File: src/rtl/pwrdn_pkg.sv
package pwrdn_pkg;
  typedef enum logic [2:0] {
    ST_RUN  = 3'd0,
    ST_PEND = 3'd1,
    ST_DORM = 3'd2,
    ST_WAKE = 3'd3,
    ST_RES  = 3'd4
  } pd_state_e;
endpackage

File: src/rtl/pwrdn_sync.sv
module pwrdn_sync #(
  parameter int         W       = 2,
  parameter int         STAGES  = 2,
  parameter logic [W-1:0] RST_VAL = '0
) (
  input  logic         clk_i,
  input  logic         rst_ni,
  input  logic [W-1:0] d_i,
  output logic [W-1:0] q_o
);
  logic [STAGES-1:0][W-1:0] stg_q;

  for (genvar s = 0; s < STAGES; s++) begin : g_stage
    always_ff @(posedge clk_i or negedge rst_ni) begin
      if (!rst_ni) stg_q[s] <= RST_VAL;
      else if (s == 0) stg_q[s] <= d_i;
      else stg_q[s] <= stg_q[(s == 0) ? 0 : s-1];
    end
  end

  assign q_o = stg_q[STAGES-1];
endmodule

File: src/rtl/pwrdn_edge.sv
module pwrdn_edge #(
  parameter int W = 2
) (
  input  logic         clk_i,
  input  logic         rst_ni,
  input  logic [W-1:0] lvl_i,
  output logic [W-1:0] rise_o,
  output logic [W-1:0] fall_o
);
  logic [W-1:0] prev_q;

  always_ff @(posedge clk_i or negedge rst_ni) begin
    if (!rst_ni) prev_q <= '0;
    else prev_q <= lvl_i;
  end

  for (genvar b = 0; b < W; b++) begin : g_bit
    assign rise_o[b] = lvl_i[b] & ~prev_q[b];
    assign fall_o[b] = ~lvl_i[b] & prev_q[b];
  end
endmodule

File: src/rtl/pwrdn_wake_timer.sv
module pwrdn_wake_timer #(
  parameter int FAST_CYC = 200,
  parameter int SLOW_CYC = 4096,
  localparam int CNT_W   = $clog2(SLOW_CYC + 1)
) (
  input  logic clk_i,
  input  logic rst_ni,
  input  logic load_i,
  input  logic slow_i,
  output logic zero_o
);
  localparam logic [CNT_W-1:0] FAST_LD = CNT_W'(FAST_CYC);
  localparam logic [CNT_W-1:0] SLOW_LD = CNT_W'(SLOW_CYC);

  logic [CNT_W-1:0] cnt_q;

  // runs from the ungated input clock
  always_ff @(posedge clk_i or negedge rst_ni) begin
    if (!rst_ni) cnt_q <= '0;
    else if (load_i) cnt_q <= slow_i ? SLOW_LD : FAST_LD;
    else if (cnt_q != '0) cnt_q <= cnt_q - 1'b1;
  end

  assign zero_o = (cnt_q == '0);
endmodule

File: src/rtl/pwrdn_fsm.sv
module pwrdn_fsm
  import pwrdn_pkg::*;
(
  input  logic clk_i,
  input  logic rst_ni,
  input  logic pd_rise_i,
  input  logic pd_fall_i,
  input  logic wake_rise_i,
  input  logic sw_force_i,
  input  logic sw_enter_i,
  input  logic osc_stop_i,
  input  logic ctx_clear_i,
  input  logic clkout_off_i,
  input  logic tmr_zero_i,
  output logic tmr_load_o,
  output logic tmr_slow_o,
  output logic pd_irq_o,
  output logic core_clk_en_o,
  output logic osc_en_o,
  output logic clkout_en_o,
  output logic ctx_clear_o
);
  pd_state_e state_q, state_d;
  logic osc_mode_q, ctx_mode_q;
  logic irq_q, clk_en_q, osc_en_q, clkout_q, ctx_q;
  logic req_evt, wake_evt, enter_evt, osc_stop_d, clk_en_d;

  assign req_evt   = pd_rise_i | sw_force_i;
  assign wake_evt  = pd_fall_i | wake_rise_i;
  assign enter_evt = (state_q == ST_PEND) & sw_enter_i;

  always_comb begin
    state_d = state_q;
    unique case (state_q)
      ST_RUN:  if (req_evt)    state_d = ST_PEND;
      ST_PEND: if (sw_enter_i) state_d = ST_DORM;
      ST_DORM: if (wake_evt)   state_d = ST_WAKE;
      ST_WAKE: if (tmr_zero_i) state_d = ST_RES;
      ST_RES:                  state_d = ST_RUN;
      default:                 state_d = ST_RUN;
    endcase
  end

  assign osc_stop_d = enter_evt ? osc_stop_i : osc_mode_q;
  assign clk_en_d   = !(state_d inside {ST_DORM, ST_WAKE});

  always_ff @(posedge clk_i or negedge rst_ni) begin
    if (!rst_ni) begin
      state_q    <= ST_RUN;
      osc_mode_q <= 1'b0;
      ctx_mode_q <= 1'b0;
      irq_q      <= 1'b0;
      clk_en_q   <= 1'b1;
      osc_en_q   <= 1'b1;
      clkout_q   <= 1'b1;
      ctx_q      <= 1'b0;
    end else begin
      state_q <= state_d;
      if (enter_evt) begin
        osc_mode_q <= osc_stop_i;
        ctx_mode_q <= ctx_clear_i;
      end
      irq_q    <= (state_q == ST_RUN) & req_evt;
      clk_en_q <= clk_en_d;
      osc_en_q <= !((state_d == ST_DORM) & osc_stop_d);
      clkout_q <= !clkout_off_i & clk_en_d;
      ctx_q    <= (state_d == ST_RES) & ctx_mode_q;
    end
  end

  assign tmr_load_o    = (state_q == ST_DORM) & wake_evt;
  assign tmr_slow_o    = osc_mode_q;
  assign pd_irq_o      = irq_q;
  assign core_clk_en_o = clk_en_q;
  assign osc_en_o      = osc_en_q;
  assign clkout_en_o   = clkout_q;
  assign ctx_clear_o   = ctx_q;
endmodule

File: src/rtl/pwrdn_seq.sv
module pwrdn_seq #(
  parameter int FAST_CYC    = 200,
  parameter int SLOW_CYC    = 4096,
  parameter int SYNC_STAGES = 2
) (
  input  logic clk_i,
  input  logic rst_ni,
  input  logic pd_req_ni,
  input  logic wake_i,
  input  logic sw_force_i,
  input  logic sw_enter_i,
  input  logic osc_stop_i,
  input  logic ctx_clear_i,
  input  logic clkout_off_i,
  output logic pd_irq_o,
  output logic core_clk_en_o,
  output logic osc_en_o,
  output logic clkout_en_o,
  output logic ctx_clear_o
);
  localparam int NIN = 2;  // bit 0: pin, bit 1: wake

  logic [NIN-1:0] raw_in, sync_q, act, rise, fall;
  logic tmr_load, tmr_slow, tmr_zero;

  assign raw_in = {wake_i, pd_req_ni};

  pwrdn_sync #(
    .W(NIN), .STAGES(SYNC_STAGES), .RST_VAL(2'b01)
  ) i_sync (
    .clk_i, .rst_ni, .d_i(raw_in), .q_o(sync_q)
  );

  // pin is active low; make both active high
  assign act = {sync_q[1], ~sync_q[0]};

  pwrdn_edge #(.W(NIN)) i_edge (
    .clk_i, .rst_ni, .lvl_i(act), .rise_o(rise), .fall_o(fall)
  );

  pwrdn_wake_timer #(
    .FAST_CYC(FAST_CYC), .SLOW_CYC(SLOW_CYC)
  ) i_timer (
    .clk_i, .rst_ni, .load_i(tmr_load), .slow_i(tmr_slow), .zero_o(tmr_zero)
  );

  pwrdn_fsm i_fsm (
    .clk_i, .rst_ni,
    .pd_rise_i(rise[0]), .pd_fall_i(fall[0]), .wake_rise_i(rise[1]),
    .sw_force_i, .sw_enter_i, .osc_stop_i, .ctx_clear_i, .clkout_off_i,
    .tmr_zero_i(tmr_zero), .tmr_load_o(tmr_load), .tmr_slow_o(tmr_slow),
    .pd_irq_o, .core_clk_en_o, .osc_en_o, .clkout_en_o, .ctx_clear_o
  );
endmodule

File: config.mk
export PLATFORM = sky130hd
export DESIGN_NAME = pwrdn_seq
export DESIGN_NICKNAME = d
export VERILOG_FILES = /design/src/rtl/pwrdn_pkg.sv /design/src/rtl/pwrdn_sync.sv /design/src/rtl/pwrdn_edge.sv /design/src/rtl/pwrdn_wake_timer.sv /design/src/rtl/pwrdn_fsm.sv /design/src/rtl/pwrdn_seq.sv
export SDC_FILE = /design/constraint.sdc
export NUM_CORES = 1
export LEC_CHECK = 0
export ABC_CLOCK_PERIOD_IN_PS = 2600
export CAP_MARGIN = 25
export CELL_PAD_IN_SITES_DETAIL_PLACEMENT = 1
export CELL_PAD_IN_SITES_GLOBAL_PLACEMENT = 1
export CORE_MARGIN = 8
export CORE_UTILIZATION = 39
export DETAILED_ROUTE_END_ITERATION = 8
export PLACE_DENSITY = 0.66
export SLEW_MARGIN = 5
export SYNTH_ARGS = -nofsm -noshare
export SYNTH_HDL_FRONTEND = slang
export SYNTH_HIERARCHICAL = 1
export SYNTH_SLANG_ARGS = --single-unit
File: constraint.sdc
create_clock -name clk_i -period 2.6 [get_ports clk_i]
set_input_delay 0.52 -clock clk_i [delete_from_list [all_inputs] [get_ports clk_i]]
set_output_delay 0.52 -clock clk_i [all_outputs]
set_load 0.02 [all_outputs]
==> qor.csv <==
stage;metric;value;unit
grt;grt_usage;12.2;%
run_status;status;complete, no violations;
detailed_routing;wl_per_cell;16.5;um
clock_tree;clk_pin_slew;0.11;ns
layout;final_core_util;47.1;%
timing;slew_headroom;74.8;%
placed_design;gp_congestion;0.812;
timing;worstMarginPinSlew;0.374;ns
setup_path;arrival;2.35;ns
timing;fin_crit_sh;80.5;%
timing;setup_slack;0.507;ns
detailed_routing;firstDrtPassIters;4;
setup_path;slowest_stage;dfrtp_1;
die;die_x;75.2;um
detailed_routing;drt_iter0_markers;25;
clock_tree;cts_made_buffers;5;
clock_tree;cts_setup_buffers;0;
clock_tree;htree_levels;2;
timing;finClkSkew;0.0147;ns
timing;finalHoldViolations;0;
power;p_total;1.58;mW
timing;fmax;478;MHz
placed_design;numPortBuffers;13;
setup_path;worstPathRequired;2.85;ns
setup_path;path_cells;inv_1 -> ha_1 -> nor4b_2 -> nand3_1 -> inv_2 -> and2_2 -> o32ai_1 -> or3b_1;
grt;grt_pass1_wl;5080;um
placed_design;dp_slack;0.513;ns
synthesis;syn-num-nets;130;
setup_path;critPathCaptureType;register;
clock_tree;cts_tree;built;
grt;grt_max_degree;30;
timing;holdWs;0.351;ns
die;dieHeight;75.2;um
detailed_routing;detail-route-antenna-nets;0;
die;start_util;40.6;%
clock_tree;cts.sinks;29;
flow_run;maxCapViolations;0;
die;io_pins;14;
timing;layout_min_cycle_time;2.09;ns
synthesis;synth_area_per_cell;11.5;um^2
setup_path;worst_path_dominant_cell_family;simple AND/OR/NAND/NOR gates;
layout;area_growth;16.0;%
timing;setup_viol;0;
clock_tree;cts_hold_buf;0;
layout;mostFrequentLayoutCell;dfrtp_1;
layout;layout_common_cells;dfrtp_1, clkdlybuf4s50_1, nor2_1;
setup_path;cp-start-kind;register;
layout;antenna_cells;0;
synthesis;syn_inst;119;
die;dieArea;5650;um^2
detailed_routing;drc;0;
clock_tree;clockBufferDepth;2;
setup_path;crit_path_max_incr_delay;0.41;ns
detailed_routing;drt_wl_total;3020;um
clock_tree;cts_resized;0;
clock_tree;clock-root-buffer;clkbuf_4;
timing;rsz0062_at_grt;false;
worst_hold_path;worstHoldPathType;reg2reg;
power;vdd_drop_max;0.364;mV
grt;grt_antenna_before_repair;0;
clock_tree;insertion_delay;0.33;ns
power;power_leakage;0.656;nW
die;core;3360;um^2
die;row_count;21;
synthesis;syn_area;1370;um^2
placed_design;hpwlAfterDp;2160;um
synthesis;synth_warnings;6;
grt;grt_remaining_overflow;0;
layout;fillCellCount;389;
timing;maxSlewViolCount;0;
layout;layout.nets;147;
detailed_routing;via_count;990;
grt;grt_pass1_vias;1043;
setup_path;cp_num_buf_inv;2;
detailed_routing;viasPerCell;5.41;
setup_path;crit_fanout;10;
setup_path;path_class;reg2reg;
timing;setup_tns;0;ns
power;p_per_area;1000;nW/um^2
layout;drive_gt1_share;21.2;%
[per-stage QoR]
| stage | cells | instance area, um^2 |
|---|---|---|
| floorplan | 119 | 1370 |
| global placement | 175 | 1530 |
| detailed placement | 175 | 1530 |
| CTS | 183 | 1580 |
| global route | 183 | 1580 |
| finish | 183 | 1580 |
[where the power goes]
part	switching (mW)	internal [mW]	total (mW)	leakage, nW
sequential	0.165	0.602	0.768	0.348
clock	0.163	0.103	0.266	0.0320
combinational	0.275	0.275	0.550	0.276
[flip-flops by register name, summed over array words and instances (netlist names)]
name	flops
i_sync/stg_q	2
i_fsm/ctx_mode_q	1
i_fsm/core_clk_en_o	1
i_fsm/pd_irq_o	1
i_fsm/tmr_slow_o	1
i_edge/prev_q	2
i_timer/cnt_q	13
i_sync/q_o	2
i_fsm/ctx_clear_o	1
i_fsm/state_q	3
i_fsm/clkout_en_o	1
i_fsm/osc_en_o	1
[layout make-up]
type / count / area [um^2] / area share, %
sequential: 29 / 732 / 46.2
clock buffer: 6 / 41.3 / 2.61
multi-input combinational: 80 / 579 / 36.6
inverter: 5 / 18.8 / 1.18
timing repair buffer: 15 / 145 / 9.16
clock inverter: 2 / 10.0 / 0.632
tap: 46 / 57.6 / 3.63
[worst reg2reg max path, delay by kind of cell, from the launching register on]
| family | cells | cell delay, ns |
|---|---|---|
| AO/OA/AOI/OAI | 1 | 0.10 |
| adder cells (fa/ha/maj) | 1 | 0.16 |
| flip-flops | 1 | 0.41 |
| AND/OR/NAND/NOR | 4 | 1.03 |
| buffers and inverters | 2 | 0.33 |
[per-layer routing]
layer  vias to the layer above  part of all wire [%]  track usage [%]
met3                         6                   3.5             4.26
met1                       507                    47             14.8
met2                        14                    48             19.0
li1                        463                     -                -
met4                         0                   1.7             5.54
met5                         -                     0                0
[final timing paths]
check                                     to  slack, ns  cells past startpoint        startpoint
max                           i_fsm/osc_en_o       0.51                      8  i_timer/cnt_q[0]
min                            i_sync/q_o[1]       0.35                      0   i_sync/stg_q[1]
max reg2reg                   i_fsm/osc_en_o       0.51                      8  i_timer/cnt_q[0]
min reg2reg                    i_sync/q_o[1]       0.35                      0   i_sync/stg_q[1]
max in group asynchronous      i_sync/q_o[0]       1.72                      2            rst_ni
min in group asynchronous  i_timer/cnt_q[11]       0.54                      2            rst_ni
Note: power is estimated with default switching activity, not from simulation.
